===== src/rtl/pq_pkg.sv =====
package pq_pkg;

  // Decoded access kind for one accepted request
  typedef enum logic [2:0] {
    ACC_BAD,
    ACC_TRIG,
    ACC_EOI,
    ACC_READ,
    ACC_SET
  } acc_op_e;

  localparam logic [1:0] PQ_OFF     = 2'b00;
  localparam logic [1:0] PQ_PENDING = 2'b10;
  localparam logic [1:0] PQ_BOTH    = 2'b11;

endpackage


===== src/rtl/pq_decode.sv =====
module pq_decode
  import pq_pkg::*;
#(
  parameter int NUM_SRC    = 8,
  parameter int PAGE_SHIFT = 13,
  parameter bit TWO_PAGE   = 1'b1
) (
  input  logic [PAGE_SHIFT+$clog2(NUM_SRC):0] addr,
  input  logic                                write,
  input  logic [1:0]                          size,
  output logic [$clog2(NUM_SRC)-1:0]          src,
  output acc_op_e                             op,
  output logic [1:0]                          set_val
);
  localparam int IDX_W  = $clog2(NUM_SRC);
  localparam int SRC_W  = IDX_W + 1;
  localparam int ADDR_W = PAGE_SHIFT + SRC_W;
  localparam int MID_HI = TWO_PAGE ? PAGE_SHIFT - 2 : PAGE_SHIFT - 1;

  logic [SRC_W-1:0] src_full;
  logic             src_ok;
  logic             mgmt_sel;
  logic             mid_zero;

  assign src_full = addr[ADDR_W-1:PAGE_SHIFT];
  assign src_ok   = src_full < SRC_W'(NUM_SRC);
  assign src      = src_full[IDX_W-1:0];

  // Page layout variant
  if (TWO_PAGE) begin : g_two
    assign mgmt_sel = addr[PAGE_SHIFT-1];
  end else begin : g_one
    assign mgmt_sel = 1'b1;
  end

  // Reserved offset bits above the op field
  if (MID_HI >= 12) begin : g_mid
    assign mid_zero = (addr[MID_HI:12] == '0);
  end else begin : g_nomid
    assign mid_zero = 1'b1;
  end

  always_comb begin
    op      = ACC_BAD;
    set_val = addr[9:8];
    if (src_ok && size == 2'd3 && addr[2:0] == 3'b000) begin
      if (write) begin
        if (!TWO_PAGE || !mgmt_sel) op = ACC_TRIG;
      end else if (mgmt_sel && mid_zero && addr[7:3] == 5'd0) begin
        case (addr[11:10])
          2'b00:   op = ACC_EOI;
          2'b10:   op = ACC_READ;
          2'b11:   op = ACC_SET;
          default: op = ACC_BAD;
        endcase
      end
    end
  end

endmodule


===== src/rtl/pq_cell.sv =====
module pq_cell
  import pq_pkg::*;
#(
  parameter bit LEVEL = 1'b0
) (
  input  logic       clk,
  input  logic       rst_n,
  input  logic       hw_in,
  input  logic       acc_en,
  input  acc_op_e    acc_op,
  input  logic [1:0] acc_set,
  output logic [1:0] pq,
  output logic       notify_req
);
  logic       hw_q;
  logic       trig;
  logic       n_eoi;
  logic       n_trig;
  logic [1:0] mid;
  logic [1:0] nxt;

  always_comb begin
    // Stage 1: software access
    mid   = pq;
    n_eoi = 1'b0;
    if (acc_en) begin
      case (acc_op)
        ACC_EOI: begin
          if (pq[0] || (LEVEL && hw_in)) begin
            mid   = PQ_PENDING;
            n_eoi = 1'b1;
          end else begin
            mid = PQ_OFF;
          end
        end
        ACC_SET: mid = acc_set;
        default: mid = pq;
      endcase
    end

    // Stage 2: trigger, after the access
    trig   = (hw_in && !hw_q) || (acc_en && acc_op == ACC_TRIG);
    nxt    = mid;
    n_trig = 1'b0;
    if (trig) begin
      if (mid == PQ_OFF) begin
        nxt    = PQ_PENDING;
        n_trig = 1'b1;
      end else begin
        nxt = PQ_BOTH;
      end
    end
    notify_req = n_eoi || n_trig;
  end

  always_ff @(posedge clk) begin
    if (!rst_n) begin
      pq   <= PQ_OFF;
      hw_q <= 1'b0;
    end else begin
      pq   <= nxt;
      hw_q <= hw_in;
    end
  end

  // A notification always leaves P set
  assert_notify_sets_p_R2: assert property (@(posedge clk) disable iff (!rst_n)
    notify_req |=> pq[1]);

  // Trigger on a busy or masked state stays silent
  assert_masked_quiet_R2: assert property (@(posedge clk) disable iff (!rst_n)
    (trig && !acc_en && pq != PQ_OFF) |-> !notify_req);

  // End-of-interrupt without a trigger leaves Q clear
  assert_eoi_clears_q_R3: assert property (@(posedge clk) disable iff (!rst_n)
    (acc_en && acc_op == ACC_EOI && !trig) |=> !pq[0]);

endmodule


===== src/rtl/pq_notify_arb.sv =====
module pq_notify_arb #(
  parameter int NUM_SRC = 8
) (
  input  logic                       clk,
  input  logic                       rst_n,
  input  logic [NUM_SRC-1:0]         set_vec,
  input  logic                       ready,
  output logic                       valid,
  output logic [$clog2(NUM_SRC)-1:0] src
);
  localparam int IDX_W = $clog2(NUM_SRC);

  logic [NUM_SRC-1:0] pend;
  logic [NUM_SRC-1:0] clr;
  logic [IDX_W-1:0]   ptr;
  logic [IDX_W-1:0]   pick;
  logic [IDX_W-1:0]   lock_idx;
  logic               lock;
  logic               found;
  logic               hs;

  // Round-robin search starting after the last grant
  always_comb begin
    pick  = ptr;
    found = 1'b0;
    for (int k = 1; k <= NUM_SRC; k++) begin
      int idx;
      idx = (int'(ptr) + k) % NUM_SRC;
      if (!found && pend[IDX_W'(idx)]) begin
        found = 1'b1;
        pick  = IDX_W'(idx);
      end
    end
  end

  assign valid = lock || found;
  assign src   = lock ? lock_idx : pick;
  assign hs    = valid && ready;

  always_comb begin
    clr = '0;
    if (hs) clr[src] = 1'b1;
  end

  always_ff @(posedge clk) begin
    if (!rst_n) begin
      pend     <= '0;
      ptr      <= IDX_W'(NUM_SRC - 1);
      lock     <= 1'b0;
      lock_idx <= '0;
    end else begin
      pend     <= (pend & ~clr) | set_vec;
      lock     <= valid && !ready;
      lock_idx <= src;
      if (hs) ptr <= src;
    end
  end

  assert_notify_hold_R9: assert property (@(posedge clk) disable iff (!rst_n)
    (valid && !ready) |=> (valid && src == $past(src)));

  assert_grant_pending_R9: assert property (@(posedge clk) disable iff (!rst_n)
    valid |-> pend[src]);

endmodule


===== src/rtl/pq_source_bank.sv =====
module pq_source_bank
  import pq_pkg::*;
#(
  parameter int                 NUM_SRC    = 8,
  parameter int                 PAGE_SHIFT = 13,
  parameter bit                 TWO_PAGE   = 1'b1,
  parameter int                 DATA_W     = 64,
  parameter logic [NUM_SRC-1:0] LEVEL_MASK = '0
) (
  input  logic                                clk,
  input  logic                                rst_n,
  input  logic [NUM_SRC-1:0]                  trig_in,
  input  logic                                req_valid,
  output logic                                req_ready,
  input  logic                                req_write,
  input  logic [PAGE_SHIFT+$clog2(NUM_SRC):0] req_addr,
  input  logic [1:0]                          req_size,
  output logic                                rsp_valid,
  input  logic                                rsp_ready,
  output logic [DATA_W-1:0]                   rsp_data,
  output logic                                notify_valid,
  input  logic                                notify_ready,
  output logic [$clog2(NUM_SRC)-1:0]          notify_src
);
  localparam int IDX_W = $clog2(NUM_SRC);

  logic [IDX_W-1:0]   dec_src;
  acc_op_e            dec_op;
  logic [1:0]         dec_set;
  logic               acc_fire;
  logic               acc_ok;
  logic [1:0]         pq_all [NUM_SRC];
  logic [NUM_SRC-1:0] notify_vec;
  logic [1:0]         old_pq;
  logic [DATA_W-1:0]  rsp_next;

  assign req_ready = !rsp_valid || rsp_ready;
  assign acc_fire  = req_valid && req_ready;
  assign acc_ok    = dec_op != ACC_BAD;

  pq_decode #(
    .NUM_SRC   (NUM_SRC),
    .PAGE_SHIFT(PAGE_SHIFT),
    .TWO_PAGE  (TWO_PAGE)
  ) u_dec (
    .addr   (req_addr),
    .write  (req_write),
    .size   (req_size),
    .src    (dec_src),
    .op     (dec_op),
    .set_val(dec_set)
  );

  for (genvar g = 0; g < NUM_SRC; g++) begin : g_src
    pq_cell #(
      .LEVEL(LEVEL_MASK[g])
    ) u_cell (
      .clk       (clk),
      .rst_n     (rst_n),
      .hw_in     (trig_in[g]),
      .acc_en    (acc_fire && acc_ok && (dec_src == IDX_W'(g))),
      .acc_op    (dec_op),
      .acc_set   (dec_set),
      .pq        (pq_all[g]),
      .notify_req(notify_vec[g])
    );
  end

  pq_notify_arb #(
    .NUM_SRC(NUM_SRC)
  ) u_arb (
    .clk    (clk),
    .rst_n  (rst_n),
    .set_vec(notify_vec),
    .ready  (notify_ready),
    .valid  (notify_valid),
    .src    (notify_src)
  );

  assign old_pq = pq_all[dec_src];

  always_comb begin
    case (dec_op)
      ACC_BAD:  rsp_next = '1;
      ACC_TRIG: rsp_next = '0;
      default:  rsp_next = {{(DATA_W-2){1'b0}}, old_pq};
    endcase
  end

  always_ff @(posedge clk) begin
    if (!rst_n) begin
      rsp_valid <= 1'b0;
      rsp_data  <= '0;
    end else if (acc_fire) begin
      rsp_valid <= 1'b1;
      rsp_data  <= rsp_next;
    end else if (rsp_ready) begin
      rsp_valid <= 1'b0;
    end
  end

  assert_rsp_hold_R10: assert property (@(posedge clk) disable iff (!rst_n)
    (rsp_valid && !rsp_ready) |=> (rsp_valid && $stable(rsp_data)));

  assert_one_rsp_R10: assert property (@(posedge clk) disable iff (!rst_n)
    acc_fire |=> rsp_valid);

  assert_bad_ones_R8: assert property (@(posedge clk) disable iff (!rst_n)
    (acc_fire && dec_op == ACC_BAD) |=> (rsp_data == '1));

  assert_store_zero_R12: assert property (@(posedge clk) disable iff (!rst_n)
    (acc_fire && dec_op == ACC_TRIG) |=> (rsp_data == '0));

endmodule


===== config.mk =====
export PLATFORM = sky130hd
export DESIGN_NAME = pq_source_bank
export DESIGN_NICKNAME = d
export VERILOG_FILES = /design/src/rtl/pq_pkg.sv /design/src/rtl/pq_decode.sv /design/src/rtl/pq_cell.sv /design/src/rtl/pq_notify_arb.sv /design/src/rtl/pq_source_bank.sv
export SDC_FILE = /design/constraint.sdc
export NUM_CORES = 1
export LEC_CHECK = 0
export BUFFER_PORTS_ARGS = -buffer_cell sky130_fd_sc_hd__buf_2
export CORE_MARGIN = 3
export CORE_UTILIZATION = 55
export CTS_BUF_LIST = sky130_fd_sc_hd__clkbuf_8
export DETAILED_ROUTE_END_ITERATION = 12
export HOLD_SLACK_MARGIN = 0.02
export PLACE_DENSITY_LB_ADDON = 0.05
export SYNTH_ARGS = -nofsm -noshare
export SYNTH_HDL_FRONTEND = slang
export SYNTH_SLANG_ARGS = --single-unit

===== constraint.sdc =====
create_clock -name clk -period 3.9 [get_ports clk]
set_input_delay 0.39 -clock clk [delete_from_list [all_inputs] [get_ports clk]]
set_output_delay 0.39 -clock clk [all_outputs]
set_load 0.01 [all_outputs]

After elaboration in Yosys (flattened, before gate mapping)
Cells that the tools add are included.
- $add $sub $neg: 8
- reductions and logical operators: 89
- bitwise operators: 4
- equal/unequal tests: 13
- $lt $le $gt $ge: 12
- muxes and demuxes: 135
- operators by type and width (kind ; number):
    64-bit case mux with 2 select lines ; 1
    1-bit 2-to-1 mux ; 76
    2-bit 2-to-1 mux ; 26
    3-bit by 5-bit < comparator with 1-bit output, second input constant ; 8
    1-bit logical AND ; 39
    3-bit 2-to-1 mux ; 12
    2-bit case mux with 2 select lines ; 8
    1-bit binary-select mux with 3-bit select ; 8
    2-bit zero test ; 9
    1-bit logical OR ; 18
    1-bit zero test ; 17
    3-bit equality test, second input constant ; 5
    3-bit adder, second input constant ; 4
    3-bit by 2-bit equality test with 1-bit output, second input constant ; 3
    3-bit zero test ; 3
    3-bit case mux with 3 select lines ; 1
    8-bit AND ; 1
    8-bit 2-to-1 mux ; 1
    8-bit NOT ; 1
    8-bit bitwise OR ; 1
    3-bit by 1-bit adder with 3-bit output, second input constant ; 2
    3-bit by 2-bit adder with 3-bit output, second input constant ; 2
    2-bit binary-select mux with 3-bit select ; 1
    2-bit equality test, second input constant ; 3
    other kinds (10) ; 11
- logic and storage cells: 283
- register bits: 104

Depth between registers and ports, before layout
- depth in word-level cells: 35
- depth in mapped cells: 13
- mapped depth without buffers: 10

Cells and area by module
A second synthesis with hierarchy kept.
- cell total of the unflattened synthesis: 478
- area, all modules: 4195.3 sq um
- modules (own cells, without submodules) (module ; instances ; seq. area each (sq um) ; cells an instance ; area an instance (sq um)):
    pq_cell ; 8 ; 60.1 ; 24 ; 217.7
    pq_notify_arb ; 1 ; 300.3 ; 166 ; 1502.7
    pq_source_bank ; 1 ; 80.1 ; 104 ; 823.3
    pq_decode ; 1 ; 0.0 ; 16 ; 127.6

Worst setup path before layout
No wires, ideal clock.
- path kind: register to output
- from: register u_arb.ptr[1]
- to: output port notify_src[1]
- arrival: 2.823 ns
- path slack: 0.687 ns
- required time: 3.510 ns
- cell stages (with the launch flop): 12
- buffers on the path: 2
- cell sequence: dfxtp_1 -> buf_6 -> inv_1 -> ha_1 -> buf_2 -> mux4_2 -> mux2_2 -> a21boi_0 -> o22a_1 -> o221ai_1 -> a21oi_1 -> o21ai_0
- longest elaborated chain between the ends: 27
- elaborated cells between the ends (all ways): 62
- those cells by class: 8 x add/sub; 40 x mux; 14 x reduce/logical
- ends and longest elaborated chain (element ; line ; source):
    start: declaration ; pq_notify_arb.sv:15 ; logic [IDX_W-1:0] ptr;
    start signal: assignment ; pq_notify_arb.sv:48 ; ptr <= IDX_W'(NUM_SRC - 1);
    start signal: assignment ; pq_notify_arb.sv:55 ; if (hs) ptr <= src;
    3-bit by 1-bit adder with 3-bit output ; pq_notify_arb.sv:28 ; idx = (int'(ptr) + k) % NUM_SRC;
    1-bit binary-select mux with 3-bit select ; pq_notify_arb.sv:29 ; if (!found && pend[IDX_W'(idx)]) begin
    1-bit 2-to-1 mux (implied by the code) (2 in series) ; pq_notify_arb.sv:29 ;
    1-bit 2-to-1 mux ; pq_notify_arb.sv:29 ;
    1-bit zero test ; pq_notify_arb.sv:29 ;
    1-bit logical AND ; pq_notify_arb.sv:29 ;
    1-bit 2-to-1 mux ; pq_notify_arb.sv:29 ;
    1-bit zero test ; pq_notify_arb.sv:29 ;
    (+10 left out) ; - ;
    1-bit 2-to-1 mux ; pq_notify_arb.sv:29 ;
    1-bit zero test ; pq_notify_arb.sv:29 ;
    1-bit logical AND ; pq_notify_arb.sv:29 ;
    1-bit 2-to-1 mux ; pq_notify_arb.sv:29 ;
    1-bit zero test ; pq_notify_arb.sv:29 ;
    1-bit logical AND ; pq_notify_arb.sv:29 ;
    3-bit 2-to-1 mux * ; pq_notify_arb.sv:29 ;
    3-bit 2-to-1 mux * ; pq_notify_arb.sv:37 ; assign src = lock ? lock_idx : pick;
    end: declaration ; pq_source_bank.sv:23 ; output logic [$clog2(NUM_SRC)-1:0] notify_src
Every way passes the cells marked *; elsewhere a longest branch is shown, timed or not. The select of a mux whose other input is x is not followed.

Worst setup path in the final report
- from: register u_arb.ptr[1]
- to: output port notify_src[0]
The elaborated chain is that of the path after synthesis.

==> out/metrics.yaml <==
outcome: "completed"
yosysSeqAreaShare_pct: 23.15
static-leakage-power_nw: 1.836
synthCells: 459
grt_pass1_vias: 2988
setup.worst_path.start_class: "flip-flop"
synth_top_family_by_area: "simple AND/OR/NAND/NOR gates"
synth_cell_type_count: 72
synthMuxAreaShare_pct: 13.53
ys_top_cells_by_area: "dfxtp_1 23%, buf_4 13%, mux4_2 6.1%"
antenna_cells: 0
fill_cells: 599
synthesis.nets: 494
seqCellArea_sq_um: 860.8
synth_edf_count: 0
syn_avg_cell_area_sq_um: 8.101
vias: 3446
port_buffers: 102
reg2reg_depth: 11
grt_pass1_wl_mm: 14.95
clk_latency_ns: 0.30
yosysMostFrequentCell: "buf_4"
synth_fa_ha_area_share_pct: 0.6729
gp_congestion: 0.9264
synth-simple-area-share_pct: 23.52
worst_hold_startpoint: "trig_in[7]"
h-tree-depth: 2
drive_gt1_share_pct: 31.20
ios: 103
cts_sinks: 43
path_delay_family: "compound AO/OA/AOI/OAI gates"
die-area_sq_um: 7784
antenna_found_initial: 0
cts_setup_buffers: 0
min_to: "g_src[7].u_cell.hw_q"
synth_top_cell_by_area: "dfxtp_1"
postCtsHoldBufs: 0
slowest_stage: "ha_1"
drt_iter0_markers: 220
layout.nets: 534
die_width_microns: 88.23
crit_type: "reg2out"
postRouteAntennaNets: 0
root_buffer: "clkbuf_8"
multi_input_area_sq_um: 2222
crit_buf_inv: 4
max_stage_delay_ns: 0.44
num_rows: 29
hold_viol_final: 0
period_needed_ns: 3.610
min_period_over_period_pct: 92.57
syn_to_final_growth_pct: 6.528
dp_hpwl_mm: 7.191
die_h_microns: 88.23
synth_common_cells: "62 x buf_4, 43 x dfxtp_1, 42 x nand2_1"
maxCapViolations: 0
worst_pin_slew_ns: 0.8049
path_max_fanout: 8
max_slew_margin_pct: 45.93
rsz0062_at_grt: "false"
start_util_pct: 57.57
ctsLongestPathBuffers: 2
cts_tree: "built"
grt_overflow: 0
dp_slack_ns: 0.6422
worst_slack_ns: 0.2898
worstPathArrival_ns: 3.22
yosys_warnings: 0
fin_worst_skew_ns: 0.007129
drtPass1Iterations: 5
route.detailed.drc: 0
power.density_nw_per_um2: 729.4
async_flop_share_pct: 0
via_per_inst: 5.972
critPathLaunch: "u_arb.ptr[1]"
core_sq_um: 6459
setup_viol: 0
avgRoutedWirePerCell_microns: 16.38
finalSetupTns_ns: 0
synth_area_sq_um: 3719
synth-xor-area-share_pct: 1.346
synth_seq_cells: 43
path_cells: "inv_1 -> ha_1 -> buf_4 -> mux2i_1 -> mux2i_1 -> o221ai_2 -> nor4b_1 -> nor4_1 -> o31a_2 -> inv_1 -> buf_2"
numCtsBuffers: 5
slew_viol_final: 0
postCtsResizedCells: 0
synth_compound_area_share_pct: 20.69
grt_max_degree: 63
crit_path_end_kind: "output pin"
required_ns: 3.51
synthFlopType: "dfxtp_1"
reg2reg_from: "u_arb.ptr[1]"
r2r_end: "u_arb.ptr[0]"
globalRouteTotalUtil_pct: 24.36
ir_drop_mv: 0.6943
worst_hold_path_type: "in2reg"
r2r_slack_ns: 0.63
min_delay_path_depth: 2
clk_pin_slew_worst_paths_ns: 0.08
synth_top_area_share_pct: 23.15
drt-total-wl_mm: 9.454
fmax_ghz: 0.2770
[report_power, final]
part	total [W]	internal [W]	switching [W]
combinational	0.00190	0.000832	0.00107
clock	0.000368	0.000207	0.000161
sequential	0.000622	0.000518	0.000105
total	0.00289	0.00156	0.00133
[how the worst max path moves through the flow]
stage	to	slack [ns]	cells after the start
after floorplan	notify_src[1]	0.69	11
after global placement	notify_src[0]	0.67	11
after detailed placement	notify_src[0]	0.64	11
after CTS	notify_src[0]	0.30	11
after global routing	notify_src[0]	0.12	11
final	notify_src[0]	0.29	11
[area by class of cell]
cell class	instances	share of cell area, %
multi-input combinational	315	56.10
sequential	43	21.73
timing repair buffer	111	14.59
tap	77	2.432
inverter	23	2.179
clock buffer	6	2.085
clock inverter	2	0.8844
[flip-flops by register name (all words and copies together), names as in the netlist]
name	cells
u_arb.lock_idx	3
g_src.u_cell.hw_q	8
u_arb.lock	1
u_arb.ptr	3
rsp_valid	1
g_src.u_cell.pq	16
rsp_data	3
u_arb.pend	8
[layout by cell type, fill, tap and decap left out, types with 3 or more instances in the layout]
cell type	netlist	routed
mux2_2	6	6
clkbuf_8	0	6
a21o_1	9	9
o221ai_1	4	4
nor3_1	6	6
o21ai_0	14	14
nor2_1	40	40
o2bb2ai_1	3	3
dfxtp_1	43	43
nand4_1	6	6
mux2i_1	21	21
o221ai_2	3	3
nor4_1	7	7
a32oi_1	3	3
nand2_1	42	42
and3_1	5	5
nand3_1	19	19
buf_2	1	102
a211oi_1	12	12
nor3b_1	5	5
nand2b_1	3	3
a21oi_1	24	24
and2_1	12	12
nor2b_1	6	6
mux4_2	10	10
inv_1	22	22
buf_4	62	9
[cell families after synthesis]
family,Yosys count
adder cells (fa/ha/maj),2
AO/OA/AOI/OAI,103
XOR/XNOR,4
multiplexers,37
buffers and inverters,101
flip-flops,43
AND/OR/NAND/NOR,169
[through the flow]
stage,std cells,hold WS (ns),power [W],util [%],area (sq um)
after global routing,577,0.2996,0.003114,61.33,3961
after global placement,569,0.4732,0.002505,59.51,3844
after detailed placement,569,0.4929,0.002506,59.51,3844
after floorplan,459,0.4661,0.002114,-,3719
final,577,0.2990,0.002889,61.33,3961
after CTS,577,0.2938,0.002876,61.33,3961
[layer usage]
metal	vias up	wire, microns	global-route usage (%)	part of all wire [%]
met3	13	647	3.259	6.8
li1	1698	-	-	-
met1	1576	4511	36.06	48
met2	159	4168	36.91	44
met5	-	0	0	0
met4	0	126	7.418	1.3
Note: power is estimated with default switching activity, not from simulation.
